$ cat src/rtl/stat_irq_pkg.sv
package stat_irq_pkg;
  localparam int NUM_FLAGS = 6;
  localparam int NUM_PINS  = 2;
  localparam int NUM_DIV   = 3;
  localparam int DATA_W    = 8;
  localparam int ADDR_W    = 3;
  localparam int SEL_W     = 4;
  localparam int FUNC_W    = 3;
  localparam int NUM_SEL   = 1 << SEL_W;

  localparam int ADDR_CTRL = 0;
  localparam int ADDR_PIN  = 1;
  localparam int ADDR_MASK = ADDR_PIN + NUM_PINS;
  localparam int ADDR_LAT  = ADDR_MASK + 1;
  localparam int ADDR_RT   = ADDR_LAT + 1;

  localparam int FLG_PRI_LOS = 0;
  localparam int FLG_SEC_LOS = 1;
  localparam int FLG_LOL     = 2;
  localparam int FLG_CAL     = 3;
  localparam int FLG_EEPROM  = 4;
  localparam int FLG_SWITCH  = 5;

  localparam int DIV_R = 0;
  localparam int DIV_N = 1;
  localparam int DIV_M = 2;

  localparam int SEL_PRI_LOS = 0;
  localparam int SEL_SEC_LOS = 1;
  localparam int SEL_LOL     = 2;
  localparam int SEL_RDIV    = 3;
  localparam int SEL_NDIV    = 4;
  localparam int SEL_CAL     = 8;
  localparam int SEL_INTR    = 10;
  localparam int SEL_MDIV    = 11;
  localparam int SEL_EEPROM  = 13;
  localparam int SEL_SWITCH  = 14;

  localparam logic [NUM_SEL-1:0] RSVD_MASK  = 16'h92E0;
  localparam logic [FUNC_W-1:0]  FUNC_INTR  = 3'b111;

  typedef struct packed {
    logic [SEL_W-1:0]  sel;
    logic [FUNC_W-1:0] func;
    logic              en;
  } pin_cfg_t;
endpackage

$ cat src/rtl/stat_irq_regs.sv
module stat_irq_regs
  import stat_irq_pkg::*;
(
  input  logic                          clk_i,
  input  logic                          rst_ni,
  input  logic [NUM_FLAGS-1:0]          flags_i,
  input  logic                          we_i,
  input  logic                          re_i,
  input  logic [ADDR_W-1:0]             addr_i,
  input  logic [DATA_W-1:0]             wdata_i,
  output logic [DATA_W-1:0]             rdata_o,
  output logic                          gie_o,
  output logic                          and_mode_o,
  output logic [NUM_FLAGS-1:0]          mask_o,
  output pin_cfg_t [NUM_PINS-1:0]       pin_cfg_o,
  output logic [NUM_FLAGS-1:0]          lat_o
);
  logic                 gie_q, and_q;
  logic [NUM_FLAGS-1:0] mask_q, lat_q, rt_q, flags_q, ev;
  pin_cfg_t [NUM_PINS-1:0] pin_q;
  logic [DATA_W-1:0]    rd_val, rdata_q;
  logic                 hit_ctrl, hit_mask, hit_lat, hit_rt;
  logic                 clr_lat, clr_rt;

  assign hit_ctrl = addr_i == ADDR_W'(ADDR_CTRL);
  assign hit_mask = addr_i == ADDR_W'(ADDR_MASK);
  assign hit_lat  = addr_i == ADDR_W'(ADDR_LAT);
  assign hit_rt   = addr_i == ADDR_W'(ADDR_RT);

  assign ev      = gie_q ? (flags_i & ~flags_q) : '0;
  assign clr_lat = re_i && hit_lat && gie_q;
  assign clr_rt  = re_i && hit_rt;

  always_ff @(posedge clk_i or negedge rst_ni) begin
    if (!rst_ni) begin
      gie_q   <= 1'b0;
      and_q   <= 1'b0;
      mask_q  <= '0;
      flags_q <= '0;
      lat_q   <= '0;
      rt_q    <= '0;
      rdata_q <= '0;
    end else begin
      if (we_i && hit_ctrl) begin
        gie_q <= wdata_i[0];
        and_q <= wdata_i[1];
      end
      if (we_i && hit_mask) mask_q <= wdata_i[NUM_FLAGS-1:0];
      flags_q <= flags_i;
      // set wins over clear so a coincident event survives the read
      lat_q   <= (lat_q & ~{NUM_FLAGS{clr_lat}}) | ev;
      rt_q    <= (rt_q & ~{NUM_FLAGS{clr_rt}}) | flags_i;
      rdata_q <= re_i ? rd_val : '0;
    end
  end

  for (genvar p = 0; p < NUM_PINS; p++) begin : g_pin
    always_ff @(posedge clk_i or negedge rst_ni) begin
      if (!rst_ni) pin_q[p] <= '0;
      else if (we_i && addr_i == ADDR_W'(ADDR_PIN + p)) pin_q[p] <= pin_cfg_t'(wdata_i);
    end
  end

  always_comb begin
    rd_val = '0;
    if (hit_ctrl) rd_val = DATA_W'({and_q, gie_q});
    if (hit_mask) rd_val = DATA_W'(mask_q);
    if (hit_lat)  rd_val = gie_q ? DATA_W'(lat_q) : '0;
    if (hit_rt)   rd_val = DATA_W'(rt_q);
    for (int p = 0; p < NUM_PINS; p++)
      if (addr_i == ADDR_W'(ADDR_PIN + p)) rd_val = DATA_W'(pin_q[p]);
  end

  assign rdata_o    = rdata_q;
  assign gie_o      = gie_q;
  assign and_mode_o = and_q;
  assign mask_o     = mask_q;
  assign pin_cfg_o  = pin_q;
  assign lat_o      = lat_q;

  p_no_capture_off_r4: assert property (@(posedge clk_i) disable iff (!rst_ni)
    !gie_q |=> (lat_q & ~$past(lat_q)) == '0);
  p_ev_kept_r5: assert property (@(posedge clk_i) disable iff (!rst_ni)
    ev != '0 |=> (lat_q & $past(ev)) == $past(ev));
  p_rt_level_r6: assert property (@(posedge clk_i) disable iff (!rst_ni)
    1'b1 |=> (rt_q & $past(flags_i)) == $past(flags_i));
  p_lat_cleared_r5: assert property (@(posedge clk_i) disable iff (!rst_ni)
    clr_lat |=> (lat_q & ~$past(ev)) == '0);
endmodule

$ cat src/rtl/stat_irq_combine.sv
module stat_irq_combine
  import stat_irq_pkg::*;
(
  input  logic [NUM_FLAGS-1:0] lat_i,
  input  logic [NUM_FLAGS-1:0] mask_i,
  input  logic                 gie_i,
  input  logic                 and_mode_i,
  output logic                 irq_o
);
  logic [NUM_FLAGS-1:0] live;
  logic any_live, or_hit, and_hit;

  assign live     = ~mask_i;
  assign any_live = |live;
  assign or_hit   = |(lat_i & live);
  // masked sources count as satisfied in AND mode
  assign and_hit  = any_live && (&(lat_i | mask_i));
  assign irq_o    = gie_i && (and_mode_i ? and_hit : or_hit);
endmodule

$ cat src/rtl/stat_pin_mux.sv
module stat_pin_mux
  import stat_irq_pkg::*;
(
  input  logic               clk_i,
  input  logic               rst_ni,
  input  pin_cfg_t           cfg_i,
  input  logic [NUM_SEL-1:0] src_i,
  output logic               pin_o
);
  logic rsvd, intr_sel, intr_ok;

  assign rsvd     = RSVD_MASK[cfg_i.sel];
  assign intr_sel = cfg_i.sel == SEL_W'(SEL_INTR);
  assign intr_ok  = cfg_i.func == FUNC_INTR;
  assign pin_o    = cfg_i.en && !rsvd && (!intr_sel || intr_ok) && src_i[cfg_i.sel];

  p_rsvd_low_r10: assert property (@(posedge clk_i) disable iff (!rst_ni)
    (RSVD_MASK[cfg_i.sel] || !cfg_i.en) |-> !pin_o);
  p_intr_gate_r9: assert property (@(posedge clk_i) disable iff (!rst_ni)
    (cfg_i.sel == SEL_W'(SEL_INTR) && cfg_i.func != FUNC_INTR) |-> !pin_o);
endmodule

$ cat src/rtl/stat_irq_ctrl.sv
module stat_irq_ctrl
  import stat_irq_pkg::*;
(
  input  logic                 clk_i,
  input  logic                 rst_ni,
  input  logic [NUM_FLAGS-1:0] flags_i,
  input  logic [NUM_DIV-1:0]   div_pulse_i,
  input  logic                 reg_we_i,
  input  logic                 reg_re_i,
  input  logic [ADDR_W-1:0]    reg_addr_i,
  input  logic [DATA_W-1:0]    reg_wdata_i,
  output logic [DATA_W-1:0]    reg_rdata_o,
  output logic                 irq_o,
  output logic [NUM_PINS-1:0]  stat_o
);
  logic                    gie, and_mode, irq;
  logic [NUM_FLAGS-1:0]    mask, lat;
  pin_cfg_t [NUM_PINS-1:0] pin_cfg;
  logic [NUM_DIV-1:0]      div_q;
  logic [NUM_SEL-1:0]      src;

  stat_irq_regs u_regs (
    .clk_i, .rst_ni, .flags_i,
    .we_i(reg_we_i), .re_i(reg_re_i), .addr_i(reg_addr_i), .wdata_i(reg_wdata_i),
    .rdata_o(reg_rdata_o), .gie_o(gie), .and_mode_o(and_mode),
    .mask_o(mask), .pin_cfg_o(pin_cfg), .lat_o(lat)
  );

  stat_irq_combine u_comb (
    .lat_i(lat), .mask_i(mask), .gie_i(gie), .and_mode_i(and_mode), .irq_o(irq)
  );

  for (genvar d = 0; d < NUM_DIV; d++) begin : g_div
    always_ff @(posedge clk_i or negedge rst_ni) begin
      if (!rst_ni) div_q[d] <= 1'b0;
      else if (div_pulse_i[d]) div_q[d] <= ~div_q[d];
    end
    p_div_toggle_r11: assert property (@(posedge clk_i) disable iff (!rst_ni)
      div_pulse_i[d] |=> div_q[d] != $past(div_q[d]));
  end

  always_comb begin
    src = '0;
    src[SEL_PRI_LOS] = flags_i[FLG_PRI_LOS];
    src[SEL_SEC_LOS] = flags_i[FLG_SEC_LOS];
    src[SEL_LOL]     = flags_i[FLG_LOL];
    src[SEL_RDIV]    = div_q[DIV_R];
    src[SEL_NDIV]    = div_q[DIV_N];
    src[SEL_CAL]     = flags_i[FLG_CAL];
    src[SEL_INTR]    = irq;
    src[SEL_MDIV]    = div_q[DIV_M];
    src[SEL_EEPROM]  = flags_i[FLG_EEPROM];
    src[SEL_SWITCH]  = flags_i[FLG_SWITCH];
  end

  for (genvar p = 0; p < NUM_PINS; p++) begin : g_pin
    stat_pin_mux u_mux (
      .clk_i, .rst_ni, .cfg_i(pin_cfg[p]), .src_i(src), .pin_o(stat_o[p])
    );
  end

  assign irq_o = irq;

  p_irq_off_r8: assert property (@(posedge clk_i) disable iff (!rst_ni)
    !gie |-> !irq_o);
  p_irq_masked_r7: assert property (@(posedge clk_i) disable iff (!rst_ni)
    (!and_mode && (lat & ~mask) == '0) |-> !irq_o);
endmodule

$ cat config.mk
export PLATFORM = sky130hd
export DESIGN_NAME = stat_irq_ctrl
export DESIGN_NICKNAME = d
export VERILOG_FILES = /design/src/rtl/stat_irq_pkg.sv /design/src/rtl/stat_irq_regs.sv /design/src/rtl/stat_irq_combine.sv /design/src/rtl/stat_pin_mux.sv /design/src/rtl/stat_irq_ctrl.sv
export SDC_FILE = /design/constraint.sdc
export NUM_CORES = 1
export LEC_CHECK = 0
export BUFFER_PORTS_ARGS = -buffer_cell sky130_fd_sc_hd__buf_4
export CAP_MARGIN = 20
export CORE_ASPECT_RATIO = 0.7
export CORE_MARGIN = 2
export CORE_UTILIZATION = 28
export CTS_BUF_LIST = sky130_fd_sc_hd__clkbuf_16
export CTS_CLUSTER_DIAMETER = 120
export DETAILED_ROUTE_END_ITERATION = 8
export PLACE_DENSITY = 0.49
export SYNTH_ARGS = -nofsm -noshare
export SYNTH_HDL_FRONTEND = slang
export SYNTH_SLANG_ARGS = --single-unit
$ cat constraint.sdc
create_clock -name clk_i -period 2.25 [get_ports clk_i]
set_clock_uncertainty 0.1 [all_clocks]
set_input_delay 0.45 -clock clk_i [delete_from_list [all_inputs] [get_ports clk_i]]
set_output_delay 0.45 -clock clk_i [all_outputs]
set_load 0.005 [all_outputs]
# Yosys cells after proc, flatten, opt, wreduce, memory -nomap -nowiden
# Memory sizes are Yosys's and may differ from the RTL's.
# Index checks and enable logic that the tools add are counted.
# classes
n_bitwise,14
n_mux,16
order_cmp,2
eq_ne,9
reduce_logical,25
# ops
cell,n
$mux 8,5
$and 6x6->6,4
$not 6->6,4
$mux 6,3
$or 6x6->6,3
$logic_and 1x1->1,15
$eq 3x3->1 const B,4
$reduce_or 6->1,2
$lt 4x5->1 const B,2
$bmux 1 s4,2
$eq 4x4->1 const B,2
$eq 3x2->1 const B,2
$reduce_and 6->1,1
$mux 1,5
$logic_not 1->1,4
$eq 3x1->1 const B,1
$logic_not 3->1,1
$not 1->1,3
$logic_or 1x1->1,2
$mux 2,1
# word_totals
out_inout_bits,11
reg_bits,53
n_memories,2
word_cells,84
input_bits,24
romBits,32
# memory_table
name,depth,width,read_ports,rd_clocked_by_memory_dff,write_ports,line_no,text
(no name shown),16,1,1,0,0,stat_pin_mux.sv:12,assign rsvd = RSVD_MASK[cfg_i.sel];
(no name shown),16,1,1,0,0,stat_pin_mux.sv:12,

# Longest topological paths before layout
# Gate-level depths: netlist (run 1).
# depth
depth_word,8
ltp_mapped,8
depth_no_buf,6

# Hierarchy
# From an unflattened synthesis (run 1), not the netlist that was laid out.
# unflattened
hier_cells,237
hier_area_um2,2800.2
# modules_own_cells
module,area_per_inst_um2,cells_each,seq_area_each_um2,n_inst
stat_irq_regs,2134.5,168,1251.2,1
stat_pin_mux,225.2,23,0.0,2
stat_irq_combine,110.1,16,0.0,1
stat_irq_ctrl,105.1,7,75.1,1

# Worst setup path after synthesis (run 1)
# No wires, ideal clock.
# synth_timing
kind,register to output
start,register u_regs.pin_q (netlist bit u_regs.pin_cfg_o[5])
end,output stat_o[0]
required_time_ps,1700
stages_incl_launch_ff,8
arrival_ps,1573
slack_ps,127
path_buffers,1
path_cell_list,dfrtp_1 > inv_1 > ha_1 > or2_0 > a2111oi_0 > o21ai_0 > a211oi_2 > buf_4
# synth_via
elab_chain_len,6
elab_cells_between_ends,11
classes_between,eq/ne (1); mux (3); reduce/logical (6); memory (1)
# synth_lines
element,line_no,text
from (decl),stat_irq_regs.sv:20,pin_cfg_t [NUM_PINS-1:0] pin_q;
"from (signal, indexed assignment)",stat_irq_regs.sv:60,else if (we_i && addr_i == ADDR_W'(ADDR_PIN + p)) pin_q[p] <= pin_cfg_t'(wdata_i);
$mem_v2 16x1,n/a,
$mux 1 (implied by the code),stat_pin_mux.sv:12,
$logic_not 1->1,stat_pin_mux.sv:15,assign pin_o = cfg_i.en && !rsvd && (!intr_sel || intr_ok) && src_i[cfg_i.sel];
$logic_and 1x1->1 (2 in series),stat_pin_mux.sv:15,
$logic_and 1x1->1 (*),stat_pin_mux.sv:15,
to (decl),stat_irq_ctrl.sv:14,output logic [NUM_PINS-1:0] stat_o
# Mark *: on every way between the ends. The rest lies on a longest branch, timed or not. The select of a mux whose other input is x is not followed.

# Worst setup path after layout (run 1)
# layout_timing
start,register u_regs.pin_q (netlist bit u_regs.pin_cfg_o[4])
end,output stat_o[0]
# Same word-level chain as after synthesis.

==> flow_metrics.py, run 1 <==
metrics = {
    "clocking": {
        "hold_buffers": 0,
        "cts_tree": "done",
        "clockBufferDepth": 2,
        "path_clk_slew_ns": 0.07,
        "h-tree-depth": 2,
        "clk_latency_ns": 0.29,
        "cts_inserted_buffers": 5,
        "cts_root_buf": "clkbuf_16",
        "clock-sinks": 53,
    },
    "placed_design": {
        "placedCellCount": 398,
        "hpwl_um": 5180,
        "portBuffers": 34,
        "dp_slack_ns": 0.0591,
        "gp_congestion": 0.870,
    },
    "synth": {
        "synth_xor_area_share_pct": 0.993,
        "synthesis.nets": 267,
        "yosys.cell_types.count": 46,
        "synth-simple-area-share_pct": 11.9,
        "synth-edff-count": 0,
        "async_flop_share_pct": 100,
        "synth_ff_type": "dfrtp_1",
        "synth_top_family_by_area": "compound AO/OA/AOI/OAI gates",
        "syn_avg_cell_area_sq_um": 11.2,
        "synthCells": 237,
        "yosys.area.top_type_share_pct": 50.1,
        "synth-seq-cells": 53,
        "synth.mux.area_fraction_pct": 12.2,
        "yosys_warnings": 0,
        "syn_area_sq_um": 2650,
        "synth_area_leaders": "dfrtp_1, mux2_2, ha_1, nand2_1, o21ai_0",
        "ys_seq_area_share_pct": 50.1,
        "post-synth-top-area-cell": "dfrtp_1",
        "synth_compound_area_share_pct": 17.3,
        "synth-adder-area-share_pct": 2.84,
    },
    "grt": {
        "grt_pass1_wl_um": 11700,
        "overflow": 0,
        "antenna_found_initial": 0,
        "grt_usage_pct": 15.1,
        "grt_max_degree": 54,
        "grt_pass1_vias": 2021,
    },
    "detailed_routing": {
        "via_per_inst": 4.91,
        "dr.pass1.iters": 4,
        "drtIter0Drc": 115,
        "drt_wl_total_um": 7220,
        "wire_per_inst_um": 17.7,
        "drc_errors": 0,
        "ant_nets": 0,
        "num_vias": 2004,
    },
    "setup_path": {
        "reg2reg_from": "u_regs.gie_o",
        "ff2ff_path_depth": 5,
        "critical_path.cell_chain": "buf_6, mux4_2, a2bb2oi_2, a31oi_2, a211oi_2, buf_4",
        "end_kind": "output pin",
        "rr_endpoint": "u_regs.rdata_o[5]",
        "required_ns": 1.70,
        "arrival_ns": 1.87,
        "slowest_delay_ns": 0.50,
        "ff2ff_setup_slack_ns": 0.75,
        "crit_type": "reg2out",
        "cp_max_fo": 4,
        "cp_slowest_cell": "mux4_2",
        "critPathLaunchType": "flip-flop",
    },
    "status": {
        "status": "finished with violations",
        "violations": "setup timing",
    },
    "run": {
        "max_cap_viol_count": 0,
    },
    "pwr": {
        "seqPwrFrac_pct": 46.1,
        "pwr-share-clk_pct": 25.4,
        "p_int_mw": 1.96,
        "p_switching_uw": 901,
        "vdd_drop_max_mv": 0.277,
        "p_leak_nw": 1.44,
        "p_sw_share_pct": 31.5,
        "power.total_mw": 2.86,
        "combPwrFrac_pct": 28.5,
        "powerDensity_nw_per_um2": 865,
    },
    "floorplanning": {
        "initial_core_util_pct": 29.1,
        "dieHeight_um": 85.3,
        "die-area_sq_um": 10300,
        "die_w_um": 120,
        "core_sq_um": 9110,
        "std_cell_rows": 29,
        "ios": 35,
    },
    "timing": {
        "relSlewSlack_pct": 54.0,
        "maxSlewViolCount": 0,
        "setup_viol": 3,
        "holdWs_ns": 0.0871,
        "hold_viol_final": 0,
        "tightest_slew_ns": 0.689,
        "max_freq_ghz": 0.414,
        "rsz0062_at_grt": "yes",
        "fin_crit_sh_pct": 107,
        "period_needed_ns": 2.42,
        "setup_ws_ns": -0.167,
    },
    "cells_and_area": {
        "nets": 314,
        "final_cell_mix": "dfrtp_1, buf_4, mux2_2",
        "final_cells": 408,
        "antennaDiodeCount": 0,
        "synthToLayoutAreaGrowth_pct": 24.8,
        "mostFrequentLayoutCell": "dfrtp_1",
        "drive_gt1_share_pct": 32.4,
    },
    "hold_path": {
        "min_path_type": "in2async",
    },
}
-- cells by family after synthesis --
family | Yosys count
compound gates | 61
xor+xnor | 3
fa+ha+maj | 6
buf+inv | 26
flops | 53
mux | 27
simple gates | 61
-- timing repair --
action | 4_1_cts | 5_1_grt
endpoints found under the setup margin | 3 | 3
setup buffers | 1 | 2
pin swaps | 3 | 3
resized for setup | 6 | 8
-- stage by stage --
step	instance area [sq um]	util [%]	TNS [ns]
after floorplan	2650	-	0
after global placement	3090	34.0	0
after detailed placement	3090	34.0	0
after CTS	3260	35.8	-0.439
after global routing	3300	36.3	-0.672
final	3300	36.3	-0.403
-- how the worst max path moves through the flow --
| stage | startpoint | to | slack [ns] | depth (start not counted) |
|---|---|---|---|---|
| finish | u_regs.pin_cfg_o[4] | stat_o[0] | -0.17 | 6 |
| global placement | u_regs.pin_cfg_o[4] | stat_o[0] | 0.03 | 6 |
| CTS | u_regs.pin_cfg_o[4] | stat_o[0] | -0.17 | 6 |
| global route | u_regs.pin_cfg_o[4] | stat_o[0] | -0.27 | 7 |
| floorplan | u_regs.pin_cfg_o[5] | stat_o[0] | 0.13 | 7 |
| detailed placement | u_regs.pin_cfg_o[4] | stat_o[0] | 0.06 | 6 |
-- metal layers --
| layer | vias to the layer above | routed length [um] | track usage (%) |
|---|---|---|---|
| li1 | 955 | - | - |
| met1 | 984 | 3780 | 24.5 |
| met2 | 57 | 2860 | 19.4 |
| met3 | 8 | 505 | 3.56 |
| met4 | 0 | 79 | 4.17 |
| met5 | - | 0 | 0 |
-- cell usage after synthesis (3+ instances only) --
cell	number
a21o_1	6
xor2_1	3
and3_1	5
nor2b_1	7
o21ai_0	13
dfrtp_1	53
a221o_1	4
nor2_1	10
nand3_1	5
a22oi_1	3
nor3_1	3
a32o_1	5
a21oi_1	4
mux2_2	21
nand2b_1	4
o22ai_1	4
inv_1	15
mux2i_1	4
buf_2	4
nand4_1	3
buf_4	6
nand2_1	18
ha_1	6
-- sequential cells by signal, summed over array words and instances, names as in the netlist --
signal	count
u_regs.pin_cfg_o	16
u_regs.rdata_o	8
u_regs.flags_q	6
u_regs.lat_o	6
u_regs.mask_o	6
u_regs.rt_q	6
div_q	3
u_regs.and_mode_o	1
u_regs.gie_o	1
-- area by class of cell --
type / instances / area (sq um)
fill: 890 / 5800
clock buffer: 5 / 125
tap: 124 / 155
clock inverter: 2 / 7.51
sequential: 53 / 1330
inverter: 15 / 56.3
multi-input combinational: 158 / 1240
timing repair buffer: 51 / 387
-- power groups by stage --
stage	combinational (mW)	sequential [mW]	clock (mW)
global route	0.894	1.35	0.794
finish	0.814	1.32	0.725
detailed placement	0.733	1.33	0
CTS	0.773	1.32	0.752
floorplan	0.452	1.27	0
global placement	0.735	1.33	0
-- critical path, delay by kind of cell, from the launching register on --
family	cells	cell delay [ns]
buf+inv	2	0.28
compound gates	3	0.37
mux	1	0.50
flops	1	0.42
No activity file was read; power rests on OpenSTA's default activity.
==> inputs of run 2 (changes only) <==
--- a/config.mk
+++ b/config.mk
@@ -13,7 +13,8 @@
 export CTS_BUF_LIST = sky130_fd_sc_hd__clkbuf_16
 export CTS_CLUSTER_DIAMETER = 120
 export DETAILED_ROUTE_END_ITERATION = 8
-export PLACE_DENSITY = 0.49
+export PLACE_DENSITY = 0.48
 export SYNTH_ARGS = -nofsm -noshare
 export SYNTH_HDL_FRONTEND = slang
+export SYNTH_HIERARCHICAL = 1
 export SYNTH_SLANG_ARGS = --single-unit
==> run 2 against run 1 <==
  * The run still ends with setup timing left
  * Clock power up 5.7%
  * Utilization up 0.19 points
  * Combinational power up 13%
  * Largest cell class is now multi-input gates
  * Non-clock buffer count up 5
  * Wire length up 5.3%
  * Flip-flop and latch count unchanged
  * Final area up 7.3%
  * Die area up 5.6%
==> flow_metrics.py, run 2 <==
metrics = {
    "status": {
        "status": "finished with violations",
        "violations": "setup timing",
    },
    "synth": {
        "synth_most_common_cell": "dfrtp_1",
        "synth-seq-cells": 53,
        "yosys.cell_types.count": 50,
        "synth-edff-count": 0,
        "async_flop_share_pct": 100,
        "syn_area_sq_um": 2800,
        "ys_top_cells_by_count": "dfrtp_1, mux2_2, nand2_1",
        "ys_seq_area_share_pct": 47.4,
        "syn_avg_cell_area_sq_um": 11.8,
        "yosys_warnings": 6,
        "synth_area_leaders": "dfrtp_1, mux2_2, mux4_1, nand2_1, ha_1",
        "synth_ff_type": "dfrtp_1",
        "yosys.area.top_type_share_pct": 47.4,
        "synthCells": 237,
        "post-synth-top-area-cell": "dfrtp_1",
    },
    "cells_and_area": {
        "largest_register_ffs": 16,
        "nets": 332,
        "post-route-util_pct": 36.5,
        "antennaDiodeCount": 0,
        "mostFrequentLayoutCell": "buf_4",
        "drive_gt1_share_pct": 36.3,
        "synthToLayoutAreaGrowth_pct": 26.6,
        "final_cell_mix": "buf_4, dfrtp_1, mux2_2",
        "final_cells": 431,
    },
    "setup_path": {
        "ff2ff_path_depth": 4,
        "rr_endpoint": "u_regs/rdata_o[5]",
        "cp_max_fo": 3,
        "crit_type": "reg2out",
        "reg2reg_from": "u_regs/gie_o",
        "crit_end": "stat_o[0]",
        "critPathLaunchType": "flip-flop",
        "required_ns": 1.70,
        "critPathLaunch": "u_regs/mask_o[1]",
        "end_kind": "output pin",
        "ff2ff_setup_slack_ns": 0.70,
        "arrival_ns": 2.19,
    },
    "pwr": {
        "powerDensity_nw_per_um2": 852,
        "p_leak_nw": 1.57,
        "vdd_drop_max_mv": 0.293,
    },
    "detailed_routing": {
        "drc_errors": 0,
        "via_per_inst": 4.81,
        "drtIter0Drc": 116,
        "drt_wl_total_um": 7600,
        "dr.pass1.iters": 4,
        "num_vias": 2074,
        "wire_per_inst_um": 17.6,
        "ant_nets": 0,
    },
    "floorplanning": {
        "dieHeight_um": 87.7,
        "std_cell_rows": 30,
        "core_sq_um": 9720,
        "ios": 35,
        "die_w_um": 124,
        "initial_core_util_pct": 28.8,
        "die-area_sq_um": 10800,
    },
    "grt": {
        "grt_max_degree": 54,
        "overflow": 0,
        "grt_pass1_vias": 2043,
        "antenna_found_initial": 0,
        "grt_usage_pct": 14.9,
        "grt_pass1_wl_um": 11800,
    },
    "clocking": {
        "cts_tree": "done",
        "clk_latency_ns": 0.30,
        "cts_inserted_buffers": 5,
        "h-tree-depth": 2,
        "clockBufferDepth": 2,
        "hold_buffers": 0,
        "path_clk_slew_ns": 0.07,
        "clock-sinks": 53,
        "cts_root_buf": "clkbuf_16",
    },
    "timing": {
        "max_freq_ghz": 0.365,
        "setup_viol": 2,
        "period_needed_ns": 2.74,
        "fin_crit_sh_pct": 122,
        "relSlewSlack_pct": 54.4,
        "rsz0062_at_grt": "yes",
        "hold_viol_final": 0,
        "setup_ws_ns": -0.488,
        "tightest_slew_ns": 0.683,
        "maxSlewViolCount": 0,
    },
    "placed_design": {
        "placedCellCount": 421,
        "gp_congestion": 0.869,
        "hpwl_um": 5650,
        "portBuffers": 34,
    },
    "run": {
        "max_cap_viol_count": 0,
    },
    "hold_path": {
        "min_path_type": "in2async",
    },
}
==> run 2: repair_timing <==
action / 4_1_cts / 5_1_grt
gates resized for setup: 9 / 3
setup endpoints to repair: 3 / 3
pin swaps: 3 / 4
hold endpoints to repair: 0 / 0
buffers inserted: 3 / 0
==> run 2: how the worst min path moves through the flow <==
| stage | start | end | cells past startpoint |
|---|---|---|---|
| 2_1_floorplan | rst_ni | div_q[0] | 0 |
| 3_3_place_gp | u_regs/flags_q[4] | u_regs/lat_o[4] | 1 |
| 3_5_place_dp | u_regs/flags_q[3] | u_regs/lat_o[3] | 1 |
| 4_1_cts | rst_ni | u_regs/rdata_o[5] | 1 |
| 5_1_grt | rst_ni | u_regs/and_mode_o | 1 |
| 6_report | rst_ni | u_regs/and_mode_o | 1 |
==> run 2: cell families (layout without fill, tap and decap cells) <==
logic type                 count (synthesis)  count (layout)  share of synthesized area, %
buffers and inverters                     21              76                          3.53
other                                      1              12                         0.134
muxes                                     35              35                          17.2
and+or+nand+nor                           59              59                          12.5
AOI/OAI and AO/OA                         59              59                          15.7
DFF                                       53              53                          47.4
xor gates and xnor gates                   3               3                         0.939
adders and majority gates                  6               6                          2.68
==> run 2: report_power, final <==
part / switching [mW] / internal [mW]
combinational: 0.401 / 0.521
clock: 0.357 / 0.409
sequential: 0.202 / 1.13
total: 0.961 / 2.06
==> run 2: final cells by class <==
class                      instances  area (sq um)
multi-input combinational        174          1450
clock inverter                     3          17.5
clock buffer                       5           125
tap                              128           160
timing repair buffer              56           424
inverter                          12          45.0
fill                             967          6180
sequential                        53          1330
==> run 2: routing by layer <==
layer | vias up | track usage [%] | share of wire (%)
met1 | 1007 | 24.2 | 53
met5 | - | 0 | 0
met4 | 0 | 3.72 | 0.92
met2 | 62 | 19.5 | 38
met3 | 9 | 3.32 | 7.9
li1 | 996 | - | -
==> run 2: critical path, stage by stage, from the launching register on <==
cell	delay (ns)
dfrtp_1	0.41
buf_4	0.16
nand4_1	0.10
o21ai_2	0.08
a211oi_2	0.32
mux4_2	0.30
nand4b_1	0.11
a211oi_2	0.25
buf_4	0.14
==> run 2: stage by stage <==
step	setup TNS, ns	power [mW]	setup WS, ns	instance area [sq um]	hold WS, ns
after floorplan	0	1.78	0.0352	2840	0.0544
after global placement	-0.402	2.20	-0.201	3350	0.318
after detailed placement	-0.575	2.21	-0.296	3350	0.319
after CTS	-1.05	3.05	-0.531	3540	0.117
after global routing	-1.17	3.21	-0.596	3540	0.139
final	-0.958	3.02	-0.488	3540	0.0772
